==> src/rtl/startup_pkg.sv <==
package startup_pkg;
  localparam int NUM_EV = 5;
  localparam int CODE_W = 4;

  localparam logic [CODE_W-1:0] CODE_ON_DONE = 4'd8;
  localparam logic [CODE_W-1:0] CODE_KEEP    = 4'd9;
  localparam logic [CODE_W-1:0] CODE_NO_WAIT = 4'd10;
  localparam int DONE_FALLBACK = 3;

  localparam int EV_DONE = 0;
  localparam int EV_OE   = 1;
  localparam int EV_SR   = 2;
  localparam int EV_WE   = 3;
  localparam int EV_DLL  = 4;

  typedef enum logic [1:0] {ST_IDLE, ST_RUN, ST_END} seq_st_e;

  function automatic logic code_ok(input int idx, input logic [CODE_W-1:0] c, input logic usr);
    logic ok;
    ok = 1'b0;
    if (usr) begin
      case (idx)
        EV_DONE:      ok = (c >= 4'd1) && (c <= 4'd3);
        EV_OE, EV_SR: ok = (c >= 4'd2) && (c <= 4'd4);
        default:      ok = 1'b0;
      endcase
    end else begin
      case (idx)
        EV_DONE:             ok = (c >= 4'd1) && (c <= 4'd7);
        EV_OE, EV_SR, EV_WE: ok = ((c >= 4'd1) && (c <= 4'd6)) || c == CODE_ON_DONE || c == CODE_KEEP;
        EV_DLL:              ok = (c <= 4'd6) || c == CODE_NO_WAIT;
        default:             ok = 1'b0;
      endcase
    end
    return ok;
  endfunction
endpackage

==> src/rtl/startup_phase_ctr.sv <==
module startup_phase_ctr
  import startup_pkg::*;
#(
  parameter int PH_W = 3
) (
  input  logic            clk_i,
  input  logic            rst_ni,
  input  logic            lc_met_i,
  input  logic            adv_i,
  input  logic            done_ok_i,
  input  logic [PH_W-1:0] done_ph_i,
  input  logic            all_fired_i,
  output logic            active_o,
  output logic            term_o,
  output logic [PH_W-1:0] ph_o
);
  localparam logic [PH_W-1:0] PH_MAX = {PH_W{1'b1}};

  seq_st_e         st_q;
  logic [PH_W-1:0] ph_q;
  logic            hold;

  assign hold = (ph_q == done_ph_i) && !done_ok_i;

  always_ff @(posedge clk_i or negedge rst_ni) begin
    if (!rst_ni) begin
      st_q <= ST_IDLE;
      ph_q <= '0;
    end else begin
      case (st_q)
        ST_IDLE: if (lc_met_i) begin
          st_q <= ST_RUN;
          ph_q <= '0;
        end
        ST_RUN: begin
          if (all_fired_i) st_q <= ST_END;
          else if (adv_i && !hold && ph_q != PH_MAX) ph_q <= ph_q + 1'b1;
        end
        default: ;
      endcase
    end
  end

  assign active_o = (st_q != ST_IDLE);
  assign term_o   = (st_q == ST_END);
  assign ph_o     = ph_q;


  ph_step_chk: assert property (@(posedge clk_i) disable iff (!rst_ni)
    active_o |=> (ph_q == $past(ph_q) || ph_q == $past(ph_q) + 1'b1));


  done_stall_chk: assert property (@(posedge clk_i) disable iff (!rst_ni)
    (st_q == ST_RUN && hold) |=> $stable(ph_q));


  term_stay_chk: assert property (@(posedge clk_i) disable iff (!rst_ni)
    term_o |=> (term_o && $stable(ph_q)));
endmodule

==> src/rtl/startup_event_dec.sv <==
module startup_event_dec
  import startup_pkg::*;
#(
  parameter int PH_W = 3,
  parameter int IDX  = 0
) (
  input  logic [CODE_W-1:0] code_i,
  input  logic              usr_i,
  input  logic [PH_W-1:0]   ph_i,
  input  logic              active_i,
  input  logic              done_rel_i,
  input  logic              done_seen_i,
  input  logic              lc_met_i,
  output logic              fire_o,
  output logic              settled_o,
  output logic              bad_o
);
  logic ok;

  always_comb begin
    ok    = code_ok(IDX, code_i, usr_i);
    bad_o = !ok;
    if (!ok) fire_o = done_rel_i;
    else begin
      case (code_i)
        CODE_ON_DONE: fire_o = done_seen_i;
        CODE_KEEP:    fire_o = 1'b0;
        CODE_NO_WAIT: fire_o = lc_met_i || active_i;
        default:      fire_o = active_i && (32'(ph_i) >= 32'(code_i));
      endcase
    end
    settled_o = fire_o || (ok && code_i == CODE_KEEP);
  end
endmodule

==> src/rtl/startup_seq.sv <==
module startup_seq
  import startup_pkg::*;
#(
  parameter int PH_W = 3
) (
  input  logic                     clk_i,
  input  logic                     rst_ni,
  input  logic                     lc_met_i,
  input  logic                     cclk_en_i,
  input  logic                     uclk_en_i,
  input  logic                     jclk_en_i,
  input  logic [1:0]               clk_src_i,
  input  logic                     done_pipe_i,
  input  logic                     done_in_i,
  input  logic [NUM_EV*CODE_W-1:0] ev_cfg_i,
  output logic                     done_o,
  output logic                     out_en_o,
  output logic                     sr_rel_o,
  output logic                     we_rel_o,
  output logic                     dll_rel_o,
  output logic                     cfg_bad_o
);
  logic              usr, sclk_en, adv;
  logic              done_q, done_ok, done_seen_q;
  logic              active, term;
  logic [PH_W-1:0]   ph, done_ph;
  logic              done_rel, all_fired;
  logic [CODE_W-1:0] code [NUM_EV];
  logic [NUM_EV-1:0] fire, settled, bad;

  assign usr = (clk_src_i == 2'd1);

  always_comb begin
    case (clk_src_i)
      2'd1:    sclk_en = uclk_en_i;
      2'd2:    sclk_en = jclk_en_i;
      default: sclk_en = cclk_en_i;
    endcase
  end

  // user mode: first phase still on the configuration clock
  assign adv = (usr && ph == '0) ? cclk_en_i : sclk_en;

  always_ff @(posedge clk_i or negedge rst_ni) begin
    if (!rst_ni) begin
      done_q      <= 1'b0;
      done_seen_q <= 1'b0;
    end else begin
      done_q <= done_in_i;
      if (active && done_ok) done_seen_q <= 1'b1;
    end
  end

  assign done_ok  = done_pipe_i ? done_q : done_in_i;
  assign done_ph  = code_ok(EV_DONE, code[EV_DONE], usr) ? code[EV_DONE][PH_W-1:0]
                                                          : PH_W'(DONE_FALLBACK);
  assign done_rel = active && (ph >= done_ph);

  startup_phase_ctr #(.PH_W(PH_W)) u_ctr (
    .clk_i      (clk_i),
    .rst_ni     (rst_ni),
    .lc_met_i   (lc_met_i),
    .adv_i      (adv),
    .done_ok_i  (done_ok),
    .done_ph_i  (done_ph),
    .all_fired_i(all_fired),
    .active_o   (active),
    .term_o     (term),
    .ph_o       (ph)
  );

  for (genvar g = 0; g < NUM_EV; g++) begin : g_ev
    assign code[g] = ev_cfg_i[g*CODE_W +: CODE_W];
    startup_event_dec #(.PH_W(PH_W), .IDX(g)) u_dec (
      .code_i     (code[g]),
      .usr_i      (usr),
      .ph_i       (ph),
      .active_i   (active),
      .done_rel_i (done_rel),
      .done_seen_i(done_seen_q),
      .lc_met_i   (lc_met_i),
      .fire_o     (fire[g]),
      .settled_o  (settled[g]),
      .bad_o      (bad[g])
    );
  end

  assign all_fired = &settled;
  assign done_o    = fire[EV_DONE];
  assign out_en_o  = fire[EV_OE];
  assign sr_rel_o  = fire[EV_SR];
  assign we_rel_o  = fire[EV_WE];
  assign dll_rel_o = fire[EV_DLL];
  assign cfg_bad_o = |bad;


  done_sticky_chk: assert property (@(posedge clk_i) disable iff (!rst_ni)
    done_o |=> done_o);


  idle_quiet_chk: assert property (@(posedge clk_i) disable iff (!rst_ni)
    (!active && !lc_met_i) |-> !(done_o || out_en_o || sr_rel_o || we_rel_o || dll_rel_o));


  seen_src_chk: assert property (@(posedge clk_i) disable iff (!rst_ni)
    $rose(done_seen_q) |-> $past(done_ok && active));


  term_out_chk: assert property (@(posedge clk_i) disable iff (!rst_ni)
    term |=> $stable(fire));
endmodule

==> config.mk <==
export PLATFORM = sky130hd
export DESIGN_NAME = startup_seq
export DESIGN_NICKNAME = d
export VERILOG_FILES = /design/src/rtl/startup_pkg.sv /design/src/rtl/startup_phase_ctr.sv /design/src/rtl/startup_event_dec.sv /design/src/rtl/startup_seq.sv
export SDC_FILE = /design/constraint.sdc
export NUM_CORES = 1
export LEC_CHECK = 0
export BUFFER_PORTS_ARGS = -buffer_cell sky130_fd_sc_hd__buf_4
export CORE_ASPECT_RATIO = 0.75
export CORE_MARGIN = 4
export CORE_UTILIZATION = 40
export DETAILED_ROUTE_END_ITERATION = 12
export SYNTH_ARGS = -nofsm -noshare
export SYNTH_HDL_FRONTEND = slang
export SYNTH_SLANG_ARGS = --single-unit
==> constraint.sdc <==
create_clock -name clk_i -period 2.5 [get_ports clk_i]
set_input_delay 0 -clock clk_i [delete_from_list [all_inputs] [get_ports clk_i]]
set_output_delay 0 -clock clk_i [all_outputs]
set_load 0.005 [all_outputs]
==> qor.txt, run 1 <==
Total core area - 2978 sq um
Fin cells - 244
Max FO, Critical Path - 8
Final Hold Fails - 0
Vias post-DR - 1310
Post-synthesis sequential area ratio - 14.00%
Async S/R FF share, synth - 100.0%
Area of the multi-input gates - 1037 sq um
Fin area - 1705 sq um
RD Place Congestion - 0.7975
CP Launch Type - register
CTS Buffer Depth - 2
Internal - 699.4 uW
Critical Path End Type - register
Flops & latches, synth - 7
Outcome - complete, no violations
Clock network power share - 12.5%
EDFF count, synth - 0
Largest net degree at the start of global routing - 13
Commonest non-fill, non-tap cells in the layout - 43 x buf_4, 22 x ha_1, 16 x nor2_1
H-tree depth - 1
Sequential share of power - 18.4%
Fin Hold WS - 0.01934 ns
Max frequency - 432.3 MHz
Die Y - 56.44 um
Initial Util - 42.02%
Clock-pin slew on the worst setup and hold paths - 0.04 ns
RSZ-0062 raised after global routing - no
Dpl cell area - 1634 sq um
CTS tree - yes
Row cnt - 17
Crit path from - u_ctr.ph_o[2]
Clock latency on the worst-skew pair - 0.22 ns
Initial DRC count - 68
Skew final - 0.0009526 ns
Area grow syn2layout - 36.30%
Storage element area - 176.4 sq um
Via density - 5.369
Synth Instances - 158
Syn. warnings - 0
Die ar. - 4096 sq um
Top FF cell, synth - dfrtp_1
Routed len/inst - 13.71 um
Maxcap violations - 0
# diodes - 0
Power density cells - 731.7 nW/um^2
Antenna violations before repair - 0
Inst Count DP - 238
Overall Global Routing Usage - 17.65%
Post-route ant nets - 0
Vias in the first global route - 1275
Worst-Margin Slew - 0.5150 ns
Filler cells - 285
Post-synth cell types - 43
Reg-to-reg startpoint - u_ctr.ph_o[2]
Cell Area, Synth - 1251 sq um
Cell taking the most area after synthesis - ha_1
Syn nets - 211
CP required - 2.61 ns
Port Buffers - 35
VDD IR max - 0.2961 mV
Worst relative slew slack - 65.22%
WP data arrival - 2.42 ns
Drt drc - 0
Post-Route WL - 3.346 mm
Leakage power - 0.8402 nW
Total CTS buffers - 3
Commonest non-fill, non-tap cell in the layout - buf_4
Final setup fails - 0
Place WS - -0.04360 ns
Sw frac - 43.95%
Minimum clock period - 2.313 ns
WS Path Type - register to register
Top-area cell type share of the netlist area - 23.00%
First-pass GRT wire length - 5.823 mm
Chip width - 72.58 um
Min-delay src - lc_met_i
CTS root buffer - clkbuf_8
GRT overflow - 0
Worst hold path class - input port to register
Total power - 1.248 mW
Final Cycle Share - 92.52%
Gate power share - 69.0%
Share of layout cells above drive strength 1 - 31.55%
Pins Over Slew Limit - 0
Net switching power - 548.5 uW
Io pins - 36
Final worst slack - 0.1869 ns
TritonRoute pass-1 iters - 5
Avg Inst Size Synth - 7.919 sq um
DP HPWL - 2.771 mm
Clock Sink Count - 7
Final nets - 260
Area contributors post-synth - ha_1 23%, dfrtp_1 14%, nor2_1 4.8%
## synth_stat cells, types with 2 or more instances
cell and instances:
a211oi_1 3, nand3b_1 2, a22oi_1 3, or2_2 2
ha_1 23, mux2i_1 5, a31oi_1 2, nor2_1 16
o21bai_1 3, or4_1 2, nor3_1 5, nand2_1 8
inv_1 15, nor2b_1 4, o211ai_1 2, nand2b_1 8
o21ai_1 2, dfrtp_1 7, a221oi_1 2, a21oi_1 10
or3_1 2, maj3_2 2, o31ai_1 2, o21ai_0 9
## state kept, by name (all words and copies together), names as in the netlist
| name | count |
|---|---|
| done_q | 1 |
| done_seen_q | 1 |
| u_ctr.st_q | 2 |
| u_ctr.ph_o | 3 |
## power groups by stage
stage / Sequential [mW] / Clock, mW / Combinational [mW]
2_1_floorplan: 0.201 / 0 / 0.556
3_3_place_gp: 0.231 / 0 / 0.829
3_5_place_dp: 0.231 / 0 / 0.855
4_1_cts: 0.229 / 0.160 / 0.861
5_1_grt: 0.242 / 0.172 / 0.977
6_report: 0.230 / 0.156 / 0.861
## path summary, 6_finish.rpt
kind	slack (ns)	depth (start not counted)	to
setup / recovery	0.19	8	u_ctr.ph_o[0]
hold / removal	0.02	3	u_ctr.st_q[0]
setup reg to reg	0.19	8	u_ctr.ph_o[0]
hold reg to reg	0.60	1	u_ctr.ph_o[0]
max in group asynchronous	2.20	2	u_ctr.ph_o[2]
min in group asynchronous	0.17	2	u_ctr.ph_o[1]
## cell families after synthesis
group	share of synthesized area [%]
simple gates	25.70
compound gates	25.40
fa+ha+maj	24.80
buf+inv	4.899
flops	14.00
mux	5.200
## routing by layer
metal  vias to the layer above  share of wire [%]  GRT usage (%)
met5                         -                  0              0
met4                         0               0.24          3.158
met3                         3                4.8          3.220
met2                        31                 48          28.15
met1                       584                 47          24.84
li1                        692                  -              -
## repair_timing
item                       in CTS  in global routing
hold endpoints to repair        8                  0
resized for setup               0                  3
setup buffers                   0                  0
hold buffers                    2                  0
setup endpoints to repair       0                  4
## layout make-up
cell class,instances,area share [%]
multi-input cells,135,60.82
flip-flops and latches,7,10.34
well taps,38,2.788
repair buffers,45,20.10
inverters,15,3.302
clock buffers,4,2.641
## worst max-delay path: stages (launching register included)
cell and delay (ns):
dfrtp_2 0.48, ha_1 0.30, nor2_1 0.03, or3_1 0.32, o221a_1 0.27, nor3_2 0.14, nand4_2 0.16, o21ai_4 0.18
mux2_4 0.31
## per-stage QoR
step	TNS, ns	util [%]
after CTS	0	57.06
after global routing	0	57.27
after detailed placement	-0.07304	54.87
after global placement	0	54.87
final	0	57.27
after floorplan	0	-
(Power assumes the default switching activity.)
==> inputs of run 2 (changes only) <==
--- a/constraint.sdc
+++ b/constraint.sdc
@@ -3,2 +3,2 @@
 set_output_delay 0 -clock clk_i [all_outputs]
-set_load 0.005 [all_outputs]
+set_load 0.01 [all_outputs]
==> qor.txt, run 2 (synthesis gave the netlist of run 1 again) <==
Final Cycle Share - 94.09% (+1.6 points)
Clock-pin slew on the worst setup and hold paths - 0.04 ns (about the same)
Place WS - -0.04232 ns (+0.001271 ns)
Overall Global Routing Usage - 16.81% (-0.84 points)
Row cnt - 17 (unchanged)
Routed len/inst - 13.65 um (-0.43%)
Filler cells - 276 (-3.2%)
Clock network power share - 12.0% (-0.5 points)
Largest net degree at the start of global routing - 13 (unchanged)
Vias in the first global route - 1269 (-0.47%)
CTS tree - yes
Clock latency on the worst-skew pair - 0.23 ns (about the same)
CP Launch Type - register
Commonest non-fill, non-tap cells in the layout - 45 x buf_4, 22 x ha_1, 16 x nor2_1
Initial Util - 42.02% (unchanged)
Worst relative slew slack - 66.31% (+1.1 points)
H-tree depth - 1 (unchanged)
Die ar. - 4096 sq um (unchanged)
Clock Sink Count - 7 (unchanged)
Net switching power - 584.8 uW (+6.6%)
CTS root buffer - clkbuf_8
First-pass GRT wire length - 5.664 mm (-2.7%)
Max FFs per register - 3 (unchanged)
Final worst slack - 0.1477 ns (-0.03920 ns)
WP data arrival - 2.46 ns (+0.04 ns)
Internal - 714.7 uW (+2.2%)
Vias post-DR - 1326 (+1.2%)
Antenna violations before repair - 0 (unchanged)
Minimum clock period - 2.352 ns (+0.03920 ns)
# diodes - 0 (unchanged)
Post-Route WL - 3.359 mm (+0.39%)
Skew final - 0.002365 ns (+0.001412 ns)
Gate power share - 70.0% (+1.0 points)
Die Y - 56.44 um (unchanged)
CTS Buffer Depth - 2 (unchanged)
Final setup fails - 0 (unchanged)
Sequential share of power - 18.1% (-0.3 points)
TritonRoute pass-1 iters - 4 (-1)
Chip width - 72.58 um (unchanged)
Worst-Margin Slew - 0.4988 ns (-0.01624 ns)
Area grow syn2layout - 38.40%
Io pins - 36 (unchanged)
Commonest non-fill, non-tap cell in the layout - buf_4
Met3 wire len - 126 um (-22%)
CP required - 2.61 ns (about the same)
Pins Over Slew Limit - 0 (unchanged)
VDD IR max - 0.3093 mV (+4.5%)
Max frequency - 425.1 MHz (-1.7%)
Leakage power - 0.8516 nW (+1.4%)
RD Place Congestion - 0.8068 (+1.2%)
Final Hold Fails - 0 (unchanged)
GRT overflow - 0 (unchanged)
Maxcap violations - 0 (unchanged)
Uppermost layer routed - met4
WL met1 - 1.650 mm (+5.1%)
Share of layout cells above drive strength 1 - 32.21% (+0.66 points)
DP HPWL - 2.783 mm (+0.42%)
Power density cells - 750.5 nW/um^2 (+2.6%)
Drt drc - 0 (unchanged)
Total power - 1.300 mW (+4.1%)
Max FO, Critical Path - 8 (unchanged)
WS Path Type - register to register
Outcome - complete, no violations
Critical Path End Type - register
Sw frac - 45.00% (+1.0 points)
Final nets - 262 (+0.77%)
Total CTS buffers - 3 (unchanged)
Post-route ant nets - 0 (unchanged)
Port Buffers - 35 (unchanged)
Total core area - 2978 sq um (unchanged)
Initial DRC count - 57 (-16%)
RSZ-0062 raised after global routing - no
Via density - 5.390 (+0.40%)
Worst hold path class - input port to register
Met2 wire len - 1.576 mm (-1.9%)
## run 2: what timing repair did
action | CTS | global route
hold buffers | 2 | 0
setup buffers | 0 | 0
resized for setup | 0 | 3
endpoints found under the setup margin | 0 | 4
hold endpoints to repair | 8 | 0
## run 2: critical path, stage by stage (launching register included)
cell and delay, ns:
dfrtp_2 0.48, ha_1 0.31, nor2_1 0.03, or3_1 0.32, o221a_1 0.28, nor3_2 0.15, nand4_2 0.17, o21ai_4 0.18
mux2_4 0.31
## run 2: path summary, 6_finish.rpt
check | slack (ns) | start | cells past startpoint | endpoint
max | 0.15 | u_ctr.ph_o[2] | 8 | u_ctr.ph_o[0]
min | 0.009 | lc_met_i | 3 | u_ctr.st_q[0]
max reg2reg | 0.15 | u_ctr.ph_o[2] | 8 | u_ctr.ph_o[0]
min reg2reg | 0.60 | done_seen_q | 1 | done_seen_q
max in group asynchronous | 2.26 | rst_ni | 2 | u_ctr.ph_o[2]
min in group asynchronous | 0.11 | rst_ni | 2 | u_ctr.ph_o[1]
## run 2: final cells by class
type	count	area [sq um]	share of cell area [%]
multi-input combinational	135	1049	60.55
timing repair buffer	47	357.8	20.66
inverter	15	56.30	3.251
tap	38	47.55	2.746
clock buffer	4	45.04	2.601
sequential	7	176.4	10.19
## run 2: power groups by stage
stage / clock (mW) / sequential, mW / combinational [mW]
after CTS: 0.159 / 0.232 / 0.909
after global placement: 0 / 0.231 / 0.869
final: 0.156 / 0.235 / 0.909
after global routing: 0.167 / 0.242 / 1.02
after detailed placement: 0 / 0.235 / 0.898
after floorplan: 0 / 0.201 / 0.590
## run 2: metrics by stage
step	hold WS, ns	setup TNS [ns]	std cells	utilization [%]	area (sq um)
floorplan	-0.2956	0	158	-	1282
global route	0.04233	0	246	58.15	1732
CTS	0.005451	0	246	57.94	1725
global placement	-0.1859	0	240	55.76	1660
detailed placement	-0.1843	-0.04845	240	55.76	1660
finish	0.008505	0	246	58.15	1732
## run 2: routing by layer
| layer | vias up | track usage (%) |
|---|---|---|
| met3 | 2 | 2.504 |
| met1 | 604 | 23.25 |
| li1 | 696 | - |
| met5 | - | 0 |
| met4 | 0 | 1.579 |
| met2 | 24 | 28.41 |
==> inputs of run 3 (changes only) <==
PLACE_DENSITY = 0.66   (was unset)
RECOVER_POWER = 100   (was unset)
SYNTH_HIERARCHICAL = 1   (was unset)
clock period = 2 ns   (was 2.5 ns; I/O delays follow)
==> qor.txt, run 3 <==
Crit path largest cell delay - 0.50 ns (+0.02 ns)
Commonest non-fill, non-tap cells in the layout - 77 x buf_4, 26 x inv_1, 19 x ha_1
First-pass GRT wire length - 7.341 mm (+30%)
Vias in the first global route - 1654 (+30%)
Final nets - 308 (+18%)
Skew final - 0.0009502 ns (-0.001415 ns)
Largest net degree at the start of global routing - 10 (-3)
Pins Over Slew Limit - 0 (unchanged)
Crit path top cell by count - mux2_4
Clock Sink Count - 7 (unchanged)
Via density - 5.372 (-0.34%)
Setup TNS - -2.355 ns (-2.355 ns)
Cell Area, Synth - 1349 sq um (+7.8%)
Failing checks - negative setup slack
WP data arrival - 2.77 ns (+0.31 ns)
Port Buffers - 35 (unchanged)
Synth Instances - 168 (+6.3%)
Worst-Margin Slew - 0.3700 ns (-0.1287 ns)
Antenna violations before repair - 0 (unchanged)
CP Launch Type - register
Max frequency - 375.1 MHz (-12%)
CP Buf/Inv Count - 0 (unchanged)
Commonest non-fill, non-tap cell in the layout - buf_4
WS Path Type - register to register
Fin area - 2147 sq um (+24%)
Final setup fails - 5 (+5)
Clock latency on the worst-skew pair - 0.22 ns (about the same)
DP HPWL - 3.589 mm (+29%)
Worst hold path class - input port to register
Max FFs per register - 3 (unchanged)
Final Cycle Share - 133.3% (+39 points)
CTS Buffer Depth - 2 (unchanged)
Area grow syn2layout - 59.18%
CP required - 2.11 ns (-0.50 ns)
Chip width - 75.05 um (+3.4%)
VDD IR max - 0.8451 mV (+170%)
Syn nets - 220 (+4.3%)
Final Hold Fails - 0 (unchanged)
Critical Path End Type - register
Leakage power - 1.125 nW (+32%)
Overall Global Routing Usage - 21.45% (+4.6 points)
Routed len/inst - 15.06 um (+10%)
Io pins - 36 (unchanged)
H-tree depth - 1 (unchanged)
Dpl cell area - 2046 sq um (+23%)
CTS tree - yes
Critical path's top delay family - multiplexers
RD Place Congestion - 0.8691 (+7.7%)
Worst relative slew slack - 74.69% (+8.4 points)
Initial DRC count - 64 (+12%)
Max FO, Critical Path - 6 (-2)
Share of layout cells above drive strength 1 - 44.71% (+12 points)
Clock-pin slew on the worst setup and hold paths - 0.04 ns (about the same)
Finished Core Util - 69.61% (+11 points)
Place WS - -0.7661 ns (-0.7238 ns)
Syn. warnings - 6 (+6)
Die Y - 58.29 um (+3.3%)
Drt drc - 0 (unchanged)
Power density cells - 985.6 nW/um^2 (+31%)
Worst path slowest cell - dfrtp_2
Minimum clock period - 2.666 ns (+0.3134 ns)
Critical path cell sequence - ha_4, a21o_1, a31oi_1, o32ai_1, mux2_4, a41o_1, nand3_2, nor2_2, nor3b_2, mux2_4, o311ai_4, mux2_4
Initial Util - 43.73% (+1.7 points)
GRT overflow - 0 (unchanged)
RSZ-0062 raised after global routing - yes
Outcome - finished, violations left
Maxcap violations - 0 (unchanged)
Total core area - 3084 sq um (+3.6%)
Final worst slack - -0.6657 ns (-0.8134 ns)
Total CTS buffers - 3 (unchanged)
Vias post-DR - 1574 (+19%)
Post-Route WL - 4.412 mm (+31%)
# diodes - 0 (unchanged)
Row cnt - 17 (unchanged)
Post-route ant nets - 0 (unchanged)
CTS root buffer - clkbuf_8
TritonRoute pass-1 iters - 4 (unchanged)
Avg Inst Size Synth - 8.029 sq um (+1.4%)
Die ar. - 4375 sq um (+6.8%)
==> run 3: tightest hold or removal path, cell delays in order <==
cell	delay (ns)
buf_4	0.08
mux2_4	0.15
a21o_1	0.11
==> run 3: final cells by class <==
type,count,area [sq um]
clock buffers,4,45.04
flip-flops and latches,7,178.9
well taps,38,47.55
multi-input cells,133,1139
fillers,259,937.1
repair buffers,84,635.6
inverters,27,101.3
==> run 3: worst paths after layout <==
path,start,to,slack (ns),depth (start not counted)
min in group asynchronous,rst_ni,u_ctr/st_q[1],0.22,2
max reg2reg,u_ctr/ph_o[2],u_ctr/ph_o[0],-0.67,12
min,done_pipe_i,done_seen_q,0.16,3
min reg2reg,u_ctr/st_q[1],u_ctr/st_q[1],0.59,2
max in group asynchronous,rst_ni,u_ctr/ph_o[2],1.48,2
max,u_ctr/ph_o[2],u_ctr/ph_o[0],-0.67,12
==> run 3: through the flow <==
step | hold slack [ns] | std cells | power [mW]
finish | 0.1637 | 293 | 2.116
global route | 0.1713 | 293 | 2.313
CTS | 0.1255 | 292 | 2.070
detailed placement | -0.1840 | 285 | 1.840
global placement | -0.1856 | 285 | 1.746
floorplan | -0.2956 | 168 | 1.148
==> run 3: timing repair <==
item | 4_1_cts | 5_1_grt
hold endpoints to repair | 8 | 0
gates cloned | 0 | 0
pin swaps | 4 | 4
endpoints found under the setup margin | 5 | 9
hold buffers | 2 | 0
setup buffers | 1 | 1
gates resized for setup | 4 | 5
==> run 3: where the power goes <==
group	leakage, nW	switching, mW	internal, mW	total (mW)
clock network	0.0228	0.0581	0.138	0.196
registers	0.0741	0.0984	0.196	0.294
logic	1.03	0.752	0.874	1.63
total	1.13	0.909	1.21	2.12
==> run 3: layer usage <==
layer / vias up / GRT usage [%] / wire length [um]
met5: - / 0 / 0
met4: 0 / 6.345 / 58
met3: 8 / 3.925 / 259
met2: 46 / 37.10 / 2143
met1: 733 / 26.96 / 1950
li1: 787 / - / -
